## config.mk

```make
export PLATFORM = sky130hd
export DESIGN_NAME = inboundWinDec
export DESIGN_NICKNAME = d
export VERILOG_FILES = /design/src/rtl/inboundWinDecPkg.sv /design/src/rtl/inboundWinDecCtrl.sv /design/src/rtl/inboundWinDecPath.sv /design/src/rtl/inboundWinDec.sv
export SDC_FILE = /design/constraint.sdc
export NUM_CORES = 1
export LEC_CHECK = 0
export CORE_UTILIZATION = 30
export DETAILED_ROUTE_END_ITERATION = 8
export HOLD_SLACK_MARGIN = 0.05
export SYNTH_ARGS = -nofsm -noshare
export SYNTH_HDL_FRONTEND = slang
export SYNTH_SLANG_ARGS = --single-unit
```

## constraint.sdc

```tcl
create_clock -name clk -period 5.1 [get_ports clk]
set_clock_uncertainty 0.2 [all_clocks]
set_input_delay 1.02 -clock clk [delete_from_list [all_inputs] [get_ports clk]]
set_output_delay 1.02 -clock clk [all_outputs]
set_load 0.02 [all_outputs]
```

## src/rtl/inboundWinDecPkg.sv

```systemverilog
package inboundWinDecPkg;
  localparam int NUM_WIN  = 3;
  localparam int ADDR_W   = 32;
  localparam int FIELD_W  = 16;              // stored bits 31:16 of a register word
  localparam int CODE_W   = 4;
  localparam int BASE_W   = FIELD_W - CODE_W;
  localparam int BASE_LSB = ADDR_W - BASE_W; // 20: 1 MB granule
  localparam int CODE_MAX = ADDR_W - 1 - BASE_LSB; // 11: 2 GB largest
  localparam int IDX_W    = $clog2(NUM_WIN + 1);
  localparam int OFS_W    = 8;
  localparam logic [FIELD_W-1:0] FIELD_RST = {{BASE_W{1'b0}}, {CODE_W{1'b1}}};

  typedef struct packed {
    logic [NUM_WIN-1:0] winLoad;
    logic               ioLoad;
    logic               capture;
  } strobeT;

  function automatic logic codeOk(input logic [CODE_W-1:0] code);
    return int'(code) <= CODE_MAX;
  endfunction

  function automatic logic [ADDR_W-1:0] offsetMask(input logic [CODE_W-1:0] code);
    logic [ADDR_W-1:0] one;
    one = {{(ADDR_W-1){1'b0}}, 1'b1};
    if (codeOk(code)) return (one << (BASE_LSB + int'(code))) - one;
    return '0;
  endfunction

  function automatic logic fieldMatch(input logic [FIELD_W-1:0] f,
                                      input logic [ADDR_W-1:0]  addr);
    logic [ADDR_W-1:0] baseFull;
    logic [ADDR_W-1:0] keep;
    baseFull = {f[FIELD_W-1:CODE_W], {BASE_LSB{1'b0}}};
    keep     = ~offsetMask(f[CODE_W-1:0]);
    return codeOk(f[CODE_W-1:0]) && ((addr & keep) == (baseFull & keep));
  endfunction
endpackage

```

## src/rtl/inboundWinDecCtrl.sv

```systemverilog
module inboundWinDecCtrl
  import inboundWinDecPkg::*;
#(
  parameter int IO_OFS     = 'h00,
  parameter int WIN_OFS0   = 'h50,
  parameter int WIN_STRIDE = 4
) (
  input  logic             cfgWrEn,
  input  logic [OFS_W-1:0] cfgOfs,
  input  logic             reqValid,
  output strobeT           strobe
);
  for (genvar k = 0; k < NUM_WIN; k++) begin : g_winDec
    localparam logic [OFS_W-1:0] MY_OFS = OFS_W'(WIN_OFS0 + k * WIN_STRIDE);
    assign strobe.winLoad[k] = cfgWrEn && (cfgOfs == MY_OFS);
  end

  assign strobe.ioLoad  = cfgWrEn && (cfgOfs == OFS_W'(IO_OFS));
  assign strobe.capture = reqValid;
endmodule

```

## src/rtl/inboundWinDecPath.sv

```systemverilog
module inboundWinDecPath
  import inboundWinDecPkg::*;
(
  input  logic               clk,
  input  logic               rstN,
  input  strobeT             strobe,
  input  logic [FIELD_W-1:0] cfgWrHi,
  input  logic               reqIo,
  input  logic [ADDR_W-1:0]  reqAddr,
  output logic               rspValid,
  output logic               rspHit,
  output logic [IDX_W-1:0]   rspWin,
  output logic [ADDR_W-1:0]  rspAddr
);
  localparam logic [IDX_W-1:0] IO_IDX = IDX_W'(NUM_WIN);

  logic [FIELD_W-1:0] winReg [NUM_WIN];
  logic [FIELD_W-1:0] ioReg;

  for (genvar k = 0; k < NUM_WIN; k++) begin : g_winReg
    always_ff @(posedge clk) begin
      if (!rstN)                  winReg[k] <= FIELD_RST;
      else if (strobe.winLoad[k]) winReg[k] <= cfgWrHi;
    end
  end

  always_ff @(posedge clk) begin
    if (!rstN)             ioReg <= FIELD_RST;
    else if (strobe.ioLoad) ioReg <= cfgWrHi;
  end

  logic [NUM_WIN-1:0] memHit;
  logic               ioHit;

  for (genvar k = 0; k < NUM_WIN; k++) begin : g_cmp
    assign memHit[k] = !reqIo && fieldMatch(winReg[k], reqAddr);
  end
  assign ioHit = reqIo && fieldMatch(ioReg, reqAddr);

  logic               anyHit;
  logic [IDX_W-1:0]   selIdx;
  logic [FIELD_W-1:0] selField;

  always_comb begin
    selIdx   = '0;
    selField = ioReg;
    for (int k = NUM_WIN - 1; k >= 0; k--) begin
      if (memHit[k]) begin
        selIdx   = IDX_W'(k);
        selField = winReg[k];
      end
    end
    if (ioHit) begin
      selIdx   = IO_IDX;
      selField = ioReg;
    end
    anyHit = ioHit || (|memHit);
  end

  logic               takeHit;
  assign takeHit = strobe.capture && anyHit;

  always_ff @(posedge clk) begin
    if (!rstN) begin
      rspValid <= 1'b0;
      rspHit   <= 1'b0;
      rspWin   <= '0;
      rspAddr  <= '0;
    end else begin
      rspValid <= strobe.capture;
      rspHit   <= takeHit;
      rspWin   <= takeHit ? selIdx : '0;
      rspAddr  <= takeHit ? (reqAddr & offsetMask(selField[CODE_W-1:0])) : '0;
    end
  end
endmodule

```

## src/rtl/inboundWinDec.sv

```systemverilog
module inboundWinDec
  import inboundWinDecPkg::*;
(
  input  logic         clk,
  input  logic         rstN,
  input  logic         cfgWrEn,
  input  logic [7:0]   cfgOfs,
  input  logic [15:0]  cfgWrHi,
  input  logic         reqValid,
  input  logic         reqIo,
  input  logic [31:0]  reqAddr,
  output logic         rspValid,
  output logic         rspHit,
  output logic [1:0]   rspWin,
  output logic [31:0]  rspAddr
);
  strobeT strobe;

  inboundWinDecCtrl u_ctrl (
    .cfgWrEn (cfgWrEn),
    .cfgOfs  (cfgOfs),
    .reqValid(reqValid),
    .strobe  (strobe)
  );

  inboundWinDecPath u_path (
    .clk     (clk),
    .rstN    (rstN),
    .strobe  (strobe),
    .cfgWrHi (cfgWrHi),
    .reqIo   (reqIo),
    .reqAddr (reqAddr),
    .rspValid(rspValid),
    .rspHit  (rspHit),
    .rspWin  (rspWin),
    .rspAddr (rspAddr)
  );
endmodule

```

## Word level (Yosys, flattened, before mapping)

Memories as Yosys holds them, arrays and structs flattened.
Index checks and enable logic that the tools add are counted.

- Reduce and logical (&&, ||, !) cells: 18
- Equality and inequality tests: 7
- Multiplexer cells: 38
- Add/subtract/negate cells: 10
- Bitwise operators: 16
- $lt $le $gt $ge: 5
- $mul: 0
- Shift operators: 5
- Div/mod/pow operators: 0

Operator list:

| cell | number |
|---|---|
| 2-to-1 mux 32 bit | 11 |
| AND 32 bit | 9 |
| left shift 1 x 32 -> 32 bit, first input constant | 5 |
| subtractor 32 x 1 -> 32 bit, second input constant | 5 |
| equality test 32 bit | 4 |
| inverter 32 bit | 4 |
| 2-to-1 mux 16 bit | 3 |
| adder 5 x 4 -> 6 bit, first input constant | 5 |
| equality test 8 x 7 -> 1 bit, second input constant | 3 |
| less-or-equal comparator 4 bit, second input constant | 5 |
| 2-to-1 mux 1 bit | 16 |
| 2-to-1 mux 4 bit | 4 |
| logical AND 1 bit | 13 |
| logical NOT 8 bit | 1 |
| 2-to-1 mux 2 bit | 4 |
| OR 1 bit | 3 |
| OR reduction 3 bit | 1 |
| AND reduction 2 bit | 1 |
| logical NOT 1 bit | 1 |
| logical OR 1 bit | 1 |

- Output and inout bits: 36
- Memory bits (writable): 48
- Latch bits: 0
- Memory bits (read-only): 0
- Memories kept: 1
- Logic and storage cells: 105
- Register bits after elaboration: 52

Memory list:

| name | words | bits a word | read ports | clocked after memory_dff | write ports | line | source |
|---|---|---|---|---|---|---|---|
| u_path.winReg | 3 | 16 | 3 | 0 | 3 | inboundWinDecPath.sv:17 | `logic [FIELD_W-1:0] winReg [NUM_WIN];` |

## Depth between registers and ports, before layout

Gate-level depths: netlist (run 1).
An unclocked memory read counts as a cell.

- Depth in word-level cells: 22
- Depth in mapped cells: 18
- Mapped depth without buffers: 16

## By module

Synthesis (run 1) repeated with hierarchy kept, for this count alone.

- Cell total of the unflattened synthesis: 534
- Area total of the unflattened synthesis: 5,487.8 µm²

By module, submodules not included:

| module | instances | cells each | area an instance (µm²) | seq. area each (µm²) |
|---|---|---|---|---|
| inboundWinDecPath | 1 | 523 | 5,403.9 | 2,482.4 |
| inboundWinDecCtrl | 1 | 11 | 83.8 | 0.0 |

## Least setup slack after synthesis (run 1)

OpenSTA, ideal clock, no wires.

- Path type: input -> register
- Start: input reqAddr[28]
- End: register u_path.rspAddr[28]
- Buffers on the path: 3
- Arrival: 4.048 ns
- Slack: 0.730 ns
- Stages: 15
- Cell sequence: clkbuf_1 > xor2_1 > maj3_1 > o22a_1 > or3_1 > or2_0 > clkbuf_1 > mux2i_1 > a21oi_1 > a21o_1 > ha_1 > clkbuf_1 > or3_1 > o21ai_0 > o311a_1

- Longest elaborated chain between the ends: 15
- Elaborated cells on any way between the ends: 34
- Those cells by class: add/sub: 2; order compare: 1; eq/ne: 4; shift: 1; mux: 9; bitwise: 5; reduce/logical: 12

Ends and longest elaborated chain:

| element | line | source |
|---|---|---|
| from (decl) | inboundWinDec.sv:11 | `input logic [31:0] reqAddr,` |
| AND 32 bit | inboundWinDecPkg.sv:36 | `return codeOk(f[CODE_W-1:0]) && ((addr & keep) == (baseFull & keep));` |
| equality test 32 bit | inboundWinDecPkg.sv:36 |  |
| logical AND 1 bit | inboundWinDecPkg.sv:36 |  |
| logical AND 1 bit | inboundWinDecPath.sv:36 | `assign memHit[k] = !reqIo && fieldMatch(winReg[k], reqAddr);` |
| 2-to-1 mux 4 bit (3 in a row) | inboundWinDecPath.sv:48 | `if (memHit[k]) begin` |
| 2-to-1 mux 4 bit | inboundWinDecPath.sv:53 | `if (ioHit) begin` |
| adder 5 x 4 -> 6 bit | inboundWinDecPkg.sv:26 | `if (codeOk(code)) return (one << (BASE_LSB + int'(code))) - one;` |
| left shift 1 x 32 -> 32 bit | inboundWinDecPkg.sv:26 |  |
| subtractor 32 x 1 -> 32 bit | inboundWinDecPkg.sv:26 |  |
| 2-to-1 mux 32 bit | inboundWinDecPkg.sv:26 |  |
| 2-to-1 mux 32 bit | inboundWinDecPkg.sv:27 | `return '0;` |
| 2-to-1 mux 32 bit | inboundWinDecPath.sv:64 | `if (!rstN) begin` |
| AND 32 bit | inboundWinDecPath.sv:73 | `rspAddr <= takeHit ? (reqAddr & offsetMask(selField[CODE_W-1:0])) : '0;` |
| to (signal assigned) | inboundWinDecPath.sv:73 |  |
| to (decl) | inboundWinDecPath.sv:13 | `output logic [ADDR_W-1:0] rspAddr` |

Parallel ways exist; a longest one is shown, timed or not. The select of a mux whose other input is x is not followed.
A chain may end at the register's enable or synchronous reset.

## Worst setup path after layout (run 1)

- Start: input reqAddr[4]
- End: register u_path.rspAddr[28]

The elaborated chain is that of the path after synthesis.

==> results of run 1 <==
per-layer routing:
| metal | part of all wire [%] | up-vias |
|---|---|---|
| met3 | 6.3 | 32 |
| li1 | - | 2018 |
| met1 | 44 | 1990 |
| met2 | 46 | 183 |
| met4 | 3.3 | 0 |
| met5 | 0 | - |
state kept, by name, indices dropped and copies added (netlist names):
| signal | cells |
|---|---|
| u_path.rspWin | 2 |
| u_path.winReg | 48 |
| u_path.rspAddr | 32 |
| u_path.ioReg | 16 |
| u_path.rspValid | 1 |
| u_path.rspHit | 1 |
tightest hold or removal path, delay by kind of cell, from the launching register on:
family / cells / cell delay [ns]
simple gates: 1 / 0.05
flops: 1 / 0.32
mux: 1 / 0.13
cell type report:
| type | count | area, µm² |
|---|---|---|
| Timing Repair Buffer | 114 | 1110 |
| Fill cell | 1666 | 10400 |
| Inverter | 18 | 67.6 |
| Clock buffer | 11 | 253 |
| Multi-Input combinational cell | 374 | 2640 |
| Clock inverter | 5 | 58.8 |
| Sequential cell | 100 | 2480 |
| Tap cell | 225 | 282 |
cells by family (layout without fill, tap and decap cells):
kind of cell	after synthesis	in the layout	synth area share (%)
AOI/OAI and AO/OA	85	85	10.8
xor gates and xnor gates	52	52	8.56
adders and majority gates	22	22	5.08
buffers and inverters	51	148	3.86
DFF	100	100	46.7
muxes	19	19	3.57
and+or+nand+nor	196	196	21.5
synth_stat cells, drive strengths merged, types with 5 or more instances:
cell	instances
nor2	33
clkbuf	26
inv	18
nand3	5
nand2b	7
a21oi	18
dfxtp	52
nor3	10
and3	6
nand2	21
o21ai	22
xnor2	30
mux2i	19
edfxtp	48
ha	20
a211oi	5
or3	12
a31oi	5
and2	55
xor2	22
nor4	7
nor2b	17
buf	7
worst paths after layout:
| kind | from | cells past startpoint | slack [ns] | endpoint |
|---|---|---|---|---|
| max reg2reg | u_path.winReg[0][2] | 13 | 0.66 | u_path.rspAddr[28] |
| min | u_path.ioReg[4] | 2 | 0.35 | u_path.ioReg[4] |
| min reg2reg | u_path.ioReg[4] | 2 | 0.35 | u_path.ioReg[4] |
| max | reqAddr[4] | 12 | 0.36 | u_path.rspAddr[28] |
power by group through the flow:
stage,combinational (mW),clock [mW],sequential (mW)
after floorplan,0.116,0,0.890
after global placement,0.216,0,0.897
after detailed placement,0.219,0,0.897
after CTS,0.220,0.719,0.879
after global routing,0.237,0.749,0.881
final,0.220,0.706,0.880
==> out/qor.txt, run 1 <==
vias in the first global route: 4192
Syn Nets: 606
share of the synthesized area in the top cell type: 27.1%
Period minus WS final: 4.74 ns
synth warn: 0
Die ar.: 18300 µm²
largest net degree at the start of global routing: 22
Top delay family on crit path: simple AND/OR/NAND/NOR gates
GR peak layer: met2
worst hold path class: register to register
setup ws final: 0.362 ns
commonest cells after routing, fill and taps aside: clkdlybuf4s50_1, and2_1, dfxtp_1
Cell Area, Synth: 5320 µm²
initial antenna violation count: 0
Tot Pwr: 1.81 mW
Slew Limit Fails: 0
worst slew pin tran: 0.968 ns
Worst Setup Path Type: input port to register
clock share of power: 39.1%
drt drc: 0
met3 Use GR: 3.25%
I/O Buffers: 96
Num CTS Buffers: 9
setup violators final: 0
Pleak: 2.66 nW
Final Cycle Share: 92.9%
Yosys top cell by area: edfxtp_1
Seq pwr share: 48.7%
Cells after Synth: 525
largest stage delay on the critical path: 0.67 ns
Critical Path RT: 5.19 ns
total clock sinks: 100
P_int: 1.38 mW
Avg Inst Size Synth: 10.1 µm²
FFs w/ async S/R, synth: 0%
crit-path cells: clkdlybuf4s50_1 -> nor4_1 -> nand3_1 -> o21ai_0 -> nand4_1 -> or4b_1 -> and2_4 -> a211o_1 -> ha_1 -> or3_1 -> o21ai_0 -> o311a_1
dpl cells: 831
post-route cell area: 6890 µm²
Final Hold Viols: 0
Initial Util: 30.8%
placed cell areas: 6580 µm²
Seq/Total Area, Yosys: 46.7%
Worst-Skew Late Latency: 0.36 ns
antenna-violating nets left: 0
Die Width: 135 µm
dpl hpwl: 11800 µm
Comb power frac: 12.2%
crit path max fanout: 10
Initial DRT Pass Iterations: 5
initial drt markers: 204
commonest non-fill, non-tap cell in the layout: clkdlybuf4s50_1
nets@finish: 698
GPL Wtd Cong: 0.918
critical path endpoint category: register
GR Util All Layers: 16.9%
Final Util: 39.8%
met1 GRT Util: 21.9%
MaxCap Viol Count: 0
DR WL/cell: 17.7 µm
via count: 4223
share of layout cells above drive strength 1: 7.07%
CTS tree: built
worst hold slack: 0.347 ns
Ports: 97
Rel. slew slack: 35.4%
Layout area overhead: 29.5%
post-CTS setup buffer count: 0
H-tree depth: 3
largest cells by area after synthesis: edfxtp_1, dfxtp_1, and2_1, xnor2_1, ha_1
Arrival @ worst endpoint: 4.83 ns
#FFs+latches synth: 100
most frequent cell on the critical path: o21ai_0
hold buffers post-CTS: 0
met2 Resource Use GR: 27.2%
Max VDD drop: 0.000141 V
RSZ-0062 raised after global routing: no
DRT Wirelength: 15000 µm
Core Area: 17300 µm²
Startpoint Class: input port
pre-CTS setup slack: 0.0359 ns
NetSw: 430 µW
ANT cells: 0
root buffer cell: clkbuf_16
fmax: 0.211 GHz
Sw Share: 23.8%
Post-synth EDFFs: 48
Post-synth top flop: dfxtp_1
CP Buf/Inv Count: 1
CTS max path bufs: 2
outcome: completed
fin cells: 847
gr ovfl total: 0
Setup TNS: 0 ns
Die Y: 135 µm
row cnt: 48
global-route wire length before repair: 22800 µm
number of gates resized after CTS: 0
Reg clk slew, reported paths: 0.06 ns
Vias per Instance: 4.99
Distinct cells, synth: 62
PD cells: 262 nW/µm²
CP max stage cell: or4b_1
No activity file was read; power rests on OpenSTA's default activity.
==> run 2, diff against run 1 <==
--- a/config.mk
+++ b/config.mk
@@ -6,6 +6,7 @@
 export NUM_CORES = 1
 export LEC_CHECK = 0
 export CORE_UTILIZATION = 30
+export CTS_BUF_LIST = sky130_fd_sc_hd__clkbuf_4
 export DETAILED_ROUTE_END_ITERATION = 8
 export HOLD_SLACK_MARGIN = 0.05
 export SYNTH_ARGS = -nofsm -noshare
==> constraint.sdc (replaced) <==
create_clock -name clk -period 4.71 [get_ports clk]
set_clock_uncertainty 0.2 [all_clocks]
set_input_delay 0.942 -clock clk [delete_from_list [all_inputs] [get_ports clk]]
set_output_delay 0.942 -clock clk [all_outputs]
set_load 0.02 [all_outputs]
==> out/qor.txt, run 2 (synthesis gave the netlist of run 1 again) <==
row cnt: 48
Rel. slew slack: 33.4%
Final Hold Viols: 0
Slew Limit Fails: 0
hold buffers post-CTS: 0
worst hold path class: register to register
vias in the first global route: 4217
GR Util All Layers: 17.5%
reg2reg end: u_path.rspAddr[28]
nets@finish: 716
DR WL/cell: 17.8 µm
initial drt markers: 254
dpl cells: 849
PD cells: 250 nW/µm²
Vias per Instance: 4.92
commonest cells after routing, fill and taps aside: clkdlybuf4s50_1, and2_1, dfxtp_1
worst slew pin tran: 0.999 ns
largest stage delay on the critical path: 0.61 ns
Hold EP: u_path.ioReg[12]
Layout area overhead: 29.3%
Initial Util: 30.8%
Ports: 97
crit path max fanout: 9
Hold Path Depth: 2
total clock sinks: 100
setup violators final: 0
Setup TNS: 0 ns
H-tree depth: 3
Worst-Skew Late Latency: 0.49 ns
outcome: completed
Period minus WS final: 4.24 ns
CTS max path bufs: 2
max reg flops: 48
drt drc: 0
fmax: 0.236 GHz
global-route wire length before repair: 23600 µm
gr ovfl total: 0
worst hold slack: 0.355 ns
post-CTS setup buffer count: 0
biggest regs: u_path.winReg: 48 flops, u_path.rspAddr: 32 flops, u_path.ioReg: 16 flops
Biggest register: u_path.winReg
Max VDD drop: 0.000175 V
share of layout cells above drive strength 1: 9.84%
root buffer cell: clkbuf_4
I/O Buffers: 96
Arrival @ worst endpoint: 4.48 ns
critical path endpoint category: register
largest net degree at the start of global routing: 22
dpl hpwl: 12100 µm
fin cells: 866
Top delay family on crit path: simple AND/OR/NAND/NOR gates
commonest non-fill, non-tap cell in the layout: clkdlybuf4s50_1
Initial DRT Pass Iterations: 4
Die ar.: 18300 µm²
CP Buf/Inv Count: 1
crit-path cells: inv_2 -> ha_1 -> nor4b_4 -> xor2_1 -> a21oi_1 -> o21ai_1 -> or4b_1 -> and2_4 -> a211o_1 -> ha_1 -> or3_1 -> o21ai_0 -> o311a_1
initial antenna violation count: 0
via count: 4259
Reg clk slew, reported paths: 0.16 ns
Pleak: 2.68 nW
Final Util: 39.8%
Reg-to-Reg Start: u_path.winReg[0][2]
Final Cycle Share: 90.0%
Num CTS Buffers: 9
most frequent cell on the critical path: ha_1
RSZ-0062 raised after global routing: no
number of gates resized after CTS: 0
Die Y: 135 µm
DRT Wirelength: 15400 µm
HP Start: u_path.ioReg[12]
Critical Path RT: 4.96 ns
CTS tree: built
Startpoint Class: register
reg2reg setup slack: 0.47 ns
CP max stage cell: edfxtp_1
Core Area: 17300 µm²
Worst Setup Path Type: register to register
Die Width: 135 µm
R2R cell count: 13
antenna-violating nets left: 0
MaxCap Viol Count: 0
GPL Wtd Cong: 0.892
## run 2: cell types whose count changed in the layout (fill, tap and decap cells not counted), moves of 2 or more
cell,previous run,this run
clkinv_2,0,2
buf_4,17,35
clkbuf_16,9,0
clkbuf_8,2,0
clkbuf_4,0,10
## run 2: cell type report
type,count,area (µm²)
clock buffers,10,75.1
flip-flops and latches,100,2480
clock inverters,6,87.6
inverters,18,67.6
repair buffers,132,1240
multi-input cells,374,2640
well taps,225,282
diodes,1,2.50
fillers,1700,10400
## run 2: tightest hold or removal path, stage by stage (launching register included)
cell	delay, ns
dfxtp_1	0.35
mux2i_1	0.13
nor2b_1	0.06
## run 2: report_power, final
part / leakage, nW / internal [mW] / switching, mW
combinational: 1.71 / 0.121 / 0.126
sequential: 0.882 / 0.931 / 0.0213
clock: 0.0908 / 0.222 / 0.296
total: 2.68 / 1.27 / 0.444
## run 2: worst max-delay path by stage
stage          slack [ns]  depth (start not counted)           startpoint            endpoint
2_1_floorplan        0.42                         15          reqAddr[28]  u_path.rspAddr[28]
3_3_place_gp         0.03                         11          reqAddr[23]  u_path.rspAddr[28]
3_5_place_dp        -0.04                         12           reqAddr[7]  u_path.rspAddr[28]
4_1_cts              0.48                         12           reqAddr[7]  u_path.rspAddr[28]
5_1_grt              0.21                         15  u_path.winReg[0][2]  u_path.rspAddr[28]
6_report             0.47                         13  u_path.winReg[0][2]  u_path.rspAddr[28]
## run 2: per-stage QoR
step | power, mW | area [µm²] | worst slack (ns)
floorplan | 1.09 | 5320 | 0.418
finish | 1.72 | 6880 | 0.473
CTS | 1.73 | 6880 | 0.483
detailed placement | 1.22 | 6710 | -0.0443
global placement | 1.21 | 6710 | 0.0260
global route | 1.79 | 6880 | 0.206
## run 2: routing by layer
layer	wire length [µm]	vias up	part of all wire (%)	GRT usage (%)
li1	-	2064	-	-
met5	0	-	0	0
met4	364	0	2.4	6.12
met2	7060	182	46	29.0
met1	7060	1988	46	22.8
met3	922	25	6.0	2.96
